## src/rtl/sram_seq_pkg.sv

```systemverilog
package sram_seq_pkg;

  typedef enum logic [2:0] {
    ST_IDLE  = 3'd0,
    ST_WWAIT = 3'd1,
    ST_WLOW  = 3'd2,
    ST_WREL  = 3'd3,
    ST_READ  = 3'd4
  } seq_state_e;

  typedef struct packed {
    logic sel_n;
    logic sel;
    logic wr_n;
    logic rd_n;
    logic dq_oe;
  } pin_bank_t;

  localparam pin_bank_t PINS_PARKED = '{sel_n: 1'b1, sel: 1'b0, wr_n: 1'b1,
                                        rd_n: 1'b1, dq_oe: 1'b0};

  // Smallest whole number of clock cycles covering a nanosecond interval.
  function automatic int ns_to_cycles(input int ns, input int clk_ns);
    return (ns + clk_ns - 1) / clk_ns;
  endfunction

  function automatic int max_int(input int a, input int b);
    return (a > b) ? a : b;
  endfunction

  // Pin levels that belong to each sequencer state.
  function automatic pin_bank_t pins_for(input seq_state_e s);
    pin_bank_t p;
    p = PINS_PARKED;
    case (s)
      ST_WWAIT: begin p.sel_n = 1'b0; p.sel = 1'b1; end
      ST_WLOW:  begin p.sel_n = 1'b0; p.sel = 1'b1; p.wr_n = 1'b0; p.dq_oe = 1'b1; end
      ST_WREL:  begin p.sel_n = 1'b0; p.sel = 1'b1; p.dq_oe = 1'b1; end
      ST_READ:  begin p.sel_n = 1'b0; p.sel = 1'b1; p.rd_n = 1'b0; end
      default:  p = PINS_PARKED;
    endcase
    return p;
  endfunction

endpackage

```

## src/rtl/sram_seq_timer.sv

```systemverilog
module sram_seq_timer #(
  parameter int CW = 4
) (
  input  logic          clk,
  input  logic          rst_n,
  input  logic          load,
  input  logic [CW-1:0] load_val,
  output logic          done
);
  logic [CW-1:0] cnt_q;

  always_ff @(posedge clk or negedge rst_n) begin
    if (!rst_n)            cnt_q <= '0;
    else if (load)         cnt_q <= load_val;
    else if (cnt_q != '0)  cnt_q <= cnt_q - 1'b1;
  end

  assign done = (cnt_q == '0);
endmodule

```

## src/rtl/sram_turn_guard.sv

```systemverilog
module sram_turn_guard #(
  parameter int N_TURN = 2
) (
  input  logic clk,
  input  logic rst_n,
  input  logic rd_n_pin,
  output logic turn_ok
);
  localparam int TW = $clog2(N_TURN + 2);
  localparam logic [TW-1:0] SAT = TW'(N_TURN);

  logic [TW-1:0] quiet_q;

  // Counts cycles since the RAM output enable was last released.
  always_ff @(posedge clk or negedge rst_n) begin
    if (!rst_n)               quiet_q <= SAT;
    else if (!rd_n_pin)       quiet_q <= '0;
    else if (quiet_q < SAT)   quiet_q <= quiet_q + 1'b1;
  end

  assign turn_ok = (quiet_q >= SAT);
endmodule

```

## src/rtl/sram_pin_reg.sv

```systemverilog
module sram_pin_reg
  import sram_seq_pkg::*;
(
  input  logic       clk,
  input  logic       rst_n,
  input  seq_state_e state_d,
  output pin_bank_t  pins_q
);
  always_ff @(posedge clk or negedge rst_n) begin
    if (!rst_n) pins_q <= PINS_PARKED;
    else        pins_q <= pins_for(state_d);
  end
endmodule

```

## src/rtl/sram_seq_ctrl.sv

```systemverilog
module sram_seq_ctrl
  import sram_seq_pkg::*;
#(
  parameter int ADDR_W  = 18,
  parameter int DATA_W  = 8,
  parameter int CLK_NS  = 10,
  parameter int T_WP_NS = 45,
  parameter int T_AS_NS = 50,
  parameter int T_DS_NS = 25,
  parameter int T_WC_NS = 55,
  parameter int T_AA_NS = 55,
  parameter int T_OA_NS = 30,
  parameter int T_RC_NS = 55,
  parameter int T_OZ_NS = 20
) (
  input  logic              clk,
  input  logic              rst_n,
  input  logic              req_valid,
  output logic              req_ready,
  input  logic [ADDR_W-1:0] req_addr,
  input  logic [DATA_W-1:0] req_wdata,
  input  logic              req_we,
  output logic [DATA_W-1:0] rsp_data,
  output logic              rsp_valid,
  output logic [ADDR_W-1:0] mem_addr,
  output logic [DATA_W-1:0] mem_dq_out,
  output logic              mem_dq_oe,
  input  logic [DATA_W-1:0] mem_dq_in,
  output logic              mem_sel_n,
  output logic              mem_sel,
  output logic              mem_wr_n,
  output logic              mem_rd_n
);
  localparam int N_WLOW = max_int(max_int(ns_to_cycles(T_WP_NS, CLK_NS),
                                          ns_to_cycles(T_AS_NS, CLK_NS)),
                                  max_int(ns_to_cycles(T_DS_NS, CLK_NS),
                                          ns_to_cycles(T_WC_NS, CLK_NS) - 1));
  localparam int N_RD   = max_int(max_int(ns_to_cycles(T_AA_NS, CLK_NS),
                                          ns_to_cycles(T_OA_NS, CLK_NS)),
                                  ns_to_cycles(T_RC_NS, CLK_NS));
  localparam int N_TURN = max_int(ns_to_cycles(T_OZ_NS, CLK_NS), 1);
  localparam int CW     = $clog2(max_int(N_WLOW, N_RD) + 1);

  seq_state_e state_q, state_d;
  pin_bank_t  pins;

  logic              accept;
  logic              rd_capture;
  logic              timer_load;
  logic [CW-1:0]     timer_val;
  logic              timer_done;
  logic              turn_ok;
  logic [ADDR_W-1:0] addr_q;
  logic [DATA_W-1:0] wdata_q;

  assign req_ready  = (state_q == ST_IDLE);
  assign accept     = req_valid && req_ready;
  assign rd_capture = (state_q == ST_READ) && timer_done;

  always_comb begin
    state_d    = state_q;
    timer_load = 1'b0;
    timer_val  = '0;
    case (state_q)
      ST_IDLE: if (accept) begin
        if (!req_we) begin
          state_d = ST_READ; timer_load = 1'b1; timer_val = CW'(N_RD - 1);
        end else if (turn_ok) begin
          state_d = ST_WLOW; timer_load = 1'b1; timer_val = CW'(N_WLOW - 1);
        end else begin
          state_d = ST_WWAIT;
        end
      end
      ST_WWAIT: if (turn_ok) begin
        state_d = ST_WLOW; timer_load = 1'b1; timer_val = CW'(N_WLOW - 1);
      end
      ST_WLOW:  if (timer_done) state_d = ST_WREL;
      ST_WREL:  state_d = ST_IDLE;
      ST_READ:  if (timer_done) state_d = ST_IDLE;
      default:  state_d = ST_IDLE;
    endcase
  end

  always_ff @(posedge clk or negedge rst_n) begin
    if (!rst_n) state_q <= ST_IDLE;
    else        state_q <= state_d;
  end

  always_ff @(posedge clk or negedge rst_n) begin
    if (!rst_n) begin
      addr_q  <= '0;
      wdata_q <= '0;
    end else if (accept) begin
      addr_q  <= req_addr;
      wdata_q <= req_wdata;
    end
  end

  always_ff @(posedge clk or negedge rst_n) begin
    if (!rst_n) begin
      rsp_data  <= '0;
      rsp_valid <= 1'b0;
    end else begin
      rsp_valid <= rd_capture;
      if (rd_capture) rsp_data <= mem_dq_in;
    end
  end

  sram_seq_timer #(.CW(CW)) u_timer (
    .clk(clk), .rst_n(rst_n), .load(timer_load), .load_val(timer_val), .done(timer_done)
  );

  sram_turn_guard #(.N_TURN(N_TURN)) u_turn (
    .clk(clk), .rst_n(rst_n), .rd_n_pin(pins.rd_n), .turn_ok(turn_ok)
  );

  sram_pin_reg u_pins (
    .clk(clk), .rst_n(rst_n), .state_d(state_d), .pins_q(pins)
  );

  assign mem_addr   = addr_q;
  assign mem_dq_out = wdata_q;
  assign mem_dq_oe  = pins.dq_oe;
  assign mem_sel_n  = pins.sel_n;
  assign mem_sel    = pins.sel;
  assign mem_wr_n   = pins.wr_n;
  assign mem_rd_n   = pins.rd_n;
endmodule

```

## config.mk

```make
export PLATFORM = sky130hd
export DESIGN_NAME = sram_seq_ctrl
export DESIGN_NICKNAME = d
export VERILOG_FILES = /design/src/rtl/sram_seq_pkg.sv /design/src/rtl/sram_seq_timer.sv /design/src/rtl/sram_turn_guard.sv /design/src/rtl/sram_pin_reg.sv /design/src/rtl/sram_seq_ctrl.sv
export SDC_FILE = /design/constraint.sdc
export NUM_CORES = 1
export LEC_CHECK = 0
export CAP_MARGIN = 0
export CORE_MARGIN = 8
export CORE_UTILIZATION = 40
export DETAILED_ROUTE_END_ITERATION = 7
export GPL_TIMING_DRIVEN = 0
export PLACE_DENSITY = 0.74
export SETUP_SLACK_MARGIN = 0.2
export SLEW_MARGIN = 0
export SYNTH_ARGS = -nofsm -noshare
export SYNTH_HDL_FRONTEND = slang
export SYNTH_SLANG_ARGS = --single-unit
```

## constraint.sdc

```tcl
create_clock -name clk -period 1.7 [get_ports clk]
set_input_delay 0.51 -clock clk [delete_from_list [all_inputs] [get_ports clk]]
set_output_delay 0.51 -clock clk [all_outputs]
set_load 0.03 [all_outputs]
```

==> impl_metrics.tcl <==
set metrics [dict create \
    grt_usage_pct 14.2 \
    arrival_ps 1150 \
    path_buf_inv 2 \
    place_hpwl_um 3700 \
    layoutNonFillerInstCount 354 \
    comb_power_share_pct 54.7 \
    hp-class "in -> async" \
    ys_seq_elements 48 \
    syn_area_per_cell_um2 10.6 \
    antenna_found_initial 0 \
    dieArea_um2 7580 \
    post-route-period-util_pct 97.5 \
    drc 0 \
    via_count 1618 \
    path_clk_slew_ps 90 \
    hold_viol 0 \
    wl_um 5070 \
    root_buffer "clkbuf_8" \
    clockBufferDepth 2 \
    die_y_um 87.1 \
    insertion_delay_ps 300 \
    internal_power_mw 3.48 \
    grt_pass1_vias 1706 \
    pre_cts_ws_ps -441 \
    grt_first_pass_wirelength_um 8310 \
    power.leakage_nw 1.50 \
    dp_cells 339 \
    first_iter_violations 25 \
    synth_seq_area_share_pct 59.7 \
    crit_chain "buf_6 > nor3_4 > buf_6" \
    yosysWarnings 0 \
    avgRoutedWirePerCell_um 14.3 \
    fillers 444 \
    placeableCoreArea_um2 4980 \
    seqPwrFrac_pct 32.2 \
    grt_max_degree 32 \
    path_class "reg -> out" \
    wl_met3_um 469 \
    final_max_slew_viol_count 0 \
    routed_via_density 4.57 \
    cp_slowest_cell "dfrtp_1" \
    period_needed_ps 1660 \
    relSlewSlack_pct 71.5 \
    cap_violations 0 \
    ios 79 \
    port_buffers 78 \
    rows 26 \
    power_density_nw_per_um2 2080 \
    setup-violations-final 0 \
    postRouteAntennaNets 0 \
    n_antenna_cell 0 \
    cp_max_fo 5 \
    syn-instance-count 190 \
    start_util_pct 40.6 \
    fin_ws_ps 43.3 \
    fin_skew_ps 9.00 \
    wl_met1_um 2040 \
    cp_common_cell "buf_6" \
    drive_above_1_share_pct 31.7 \
    clkPwrFrac_pct 13.0 \
    critical_path.max_stage_delay_ps 380 \
    grt_overflow 0 \
    worst_pin_slew_ps 427 \
    final_common_cell "nand2_1" \
    p_sw_mw 2.72 \
    cts_buffers 5 \
    finalNetCount 324 \
    die_x_um 87.1 \
    critPathRequiredTime_ps 1190 \
    rsz0062_at_grt "yes" \
    worst_setup_path_end_kind "output port" \
    yosys.cell_types.count 35 \
    cp-start-kind "register" \
    drt-pass1-iter-count 4 \
    final_cell_mix "81 x nand2_1, 44 x dfrtp_1, 36 x buf_2" \
    synth_nets 231 \
    switching_share_pct 43.9 \
    cts_tree "done" \
    cts-hold-fix-buffers 0 \
    outcome "completed" \
    area_growth_pct 47.9 \
    max_clock_freq_ghz 0.604 \
    netlist_area_um2 2020 \
    route.met2.wl_um 2480 \
    ir_worst_vdd_mv 0.918 \
    crit_family "flip-flops" \
    cts_num_sinks 48 \
    maxUsedRoutingLayer "met4" \
    cts-htree-levels 2 \
    place_congestion 0.748 \
]
-- worst register-to-register path, stage by stage (launching register included) --
cell	delay, ps
dfrtp_1	390
buf_4	150
or4b_4	530
buf_6	160
buf_8	140
nor2_2	70
o32ai_1	80
-- Yosys cell counts (all sizes together) --
| master | count | area (um^2) |
|---|---|---|
| a211o | 1 | 8.76 |
| a211oi | 1 | 7.51 |
| a21boi | 1 | 7.51 |
| a21oi | 1 | 5.00 |
| a32o | 1 | 10.0 |
| and2 | 1 | 6.26 |
| buf | 9 | 72.6 |
| dfrtp | 44 | 1100 |
| dfstp | 4 | 105 |
| ha | 3 | 37.5 |
| inv | 5 | 18.8 |
| mux2 | 8 | 90.1 |
| nand2 | 81 | 304 |
| nand2b | 2 | 12.5 |
| nand3 | 2 | 10.0 |
| nand4b | 1 | 15.0 |
| nor2 | 5 | 18.8 |
| nor2b | 2 | 12.5 |
| nor3 | 2 | 10.0 |
| nor3b | 2 | 15.0 |
| nor4b | 1 | 23.8 |
| nor4bb | 1 | 10.0 |
| o21a | 1 | 7.51 |
| o21ai | 1 | 5.00 |
| o21bai | 1 | 7.51 |
| o32ai | 2 | 25.0 |
| o41ai | 2 | 25.0 |
| or3b | 2 | 17.5 |
| or4b | 1 | 13.8 |
| xnor2 | 2 | 17.5 |
-- per-layer routing --
| metal | up-vias | global-route usage (%) |
|---|---|---|
| li1 | 795 | - |
| met2 | 51 | 23.2 |
| met5 | - | 0 |
| met4 | 0 | 5.32 |
| met1 | 763 | 15.7 |
| met3 | 9 | 6.79 |
-- cell families after synthesis --
family | count (synthesis) | synth area share, %
buffers and inverters | 14 | 4.52
DFF | 48 | 59.7
xor gates and xnor gates | 2 | 0.867
muxes | 8 | 4.46
AOI/OAI and AO/OA | 12 | 5.39
adders and majority gates | 3 | 1.86
and+or+nand+nor | 103 | 23.2
-- cell type report --
| class | instances | area (um^2) | share of cell area (%) |
|---|---|---|---|
| repair buffers | 86 | 696 | 23.3 |
| inverters | 5 | 18.8 | 0.628 |
| flip-flops and latches | 48 | 1210 | 40.4 |
| multi-input cells | 128 | 777 | 26.0 |
| plain buffers | 9 | 96.3 | 3.22 |
| well taps | 70 | 87.6 | 2.93 |
| clock inverters | 1 | 30.0 | 1.01 |
| clock buffers | 7 | 76.3 | 2.55 |
-- state kept, by name, indices dropped and copies added (netlist names) --
name	count
u_timer.cnt_q	3
u_turn.quiet_q	2
mem_addr	18
u_pins.pins_q	5
state_q	3
mem_dq_out	8
rsp_data	8
rsp_valid	1
-- per-stage QoR --
step           utilization, %  TNS, ps  power [mW]  hold slack (ps)  cell area [um^2]
2_1_floorplan               -        0        4.19              214              2040
3_3_place_gp             58.5   -73530        5.50              457              2910
3_5_place_dp             58.8   -13000        5.58              461              2930
4_1_cts                  63.2        0        6.46              144              3150
5_1_grt                  60.0    -3.29        6.61              161              2990
6_report                 60.0        0        6.20              137              2990
-- power groups by stage --
stage	clock, mW	combinational (mW)	sequential, mW
floorplan	0	1.27	2.92
CTS	0.827	3.62	2.01
finish	0.809	3.39	2.00
global route	0.869	3.68	2.07
global placement	0	3.49	2.01
detailed placement	0	3.55	2.03
-- what timing repair did --
action	in CTS	in global routing
buffers inserted	7	0
endpoints found under the hold margin	0	0
cloned	0	0
gates resized for setup	158	61
setup endpoints to repair	84	74
pin swaps	1	1
-- worst paths after layout --
| check | depth (start not counted) | end | slack [ps] | start |
|---|---|---|---|---|
| min in group clk | 2 | mem_dq_out[2] | 480 | mem_dq_out[2] |
| max in group asynchronous | 2 | u_pins.pins_q[1] | 990 | rst_n |
| worst min-delay path | 1 | mem_addr[6] | 140 | rst_n |
| worst min register to register | 2 | mem_dq_out[2] | 480 | mem_dq_out[2] |
| worst max register to register | 6 | u_timer.cnt_q[0] | 70 | state_q[2] |
| worst max-delay path | 3 | req_ready | 40 | state_q[0] |
(Power assumes the default switching activity.)
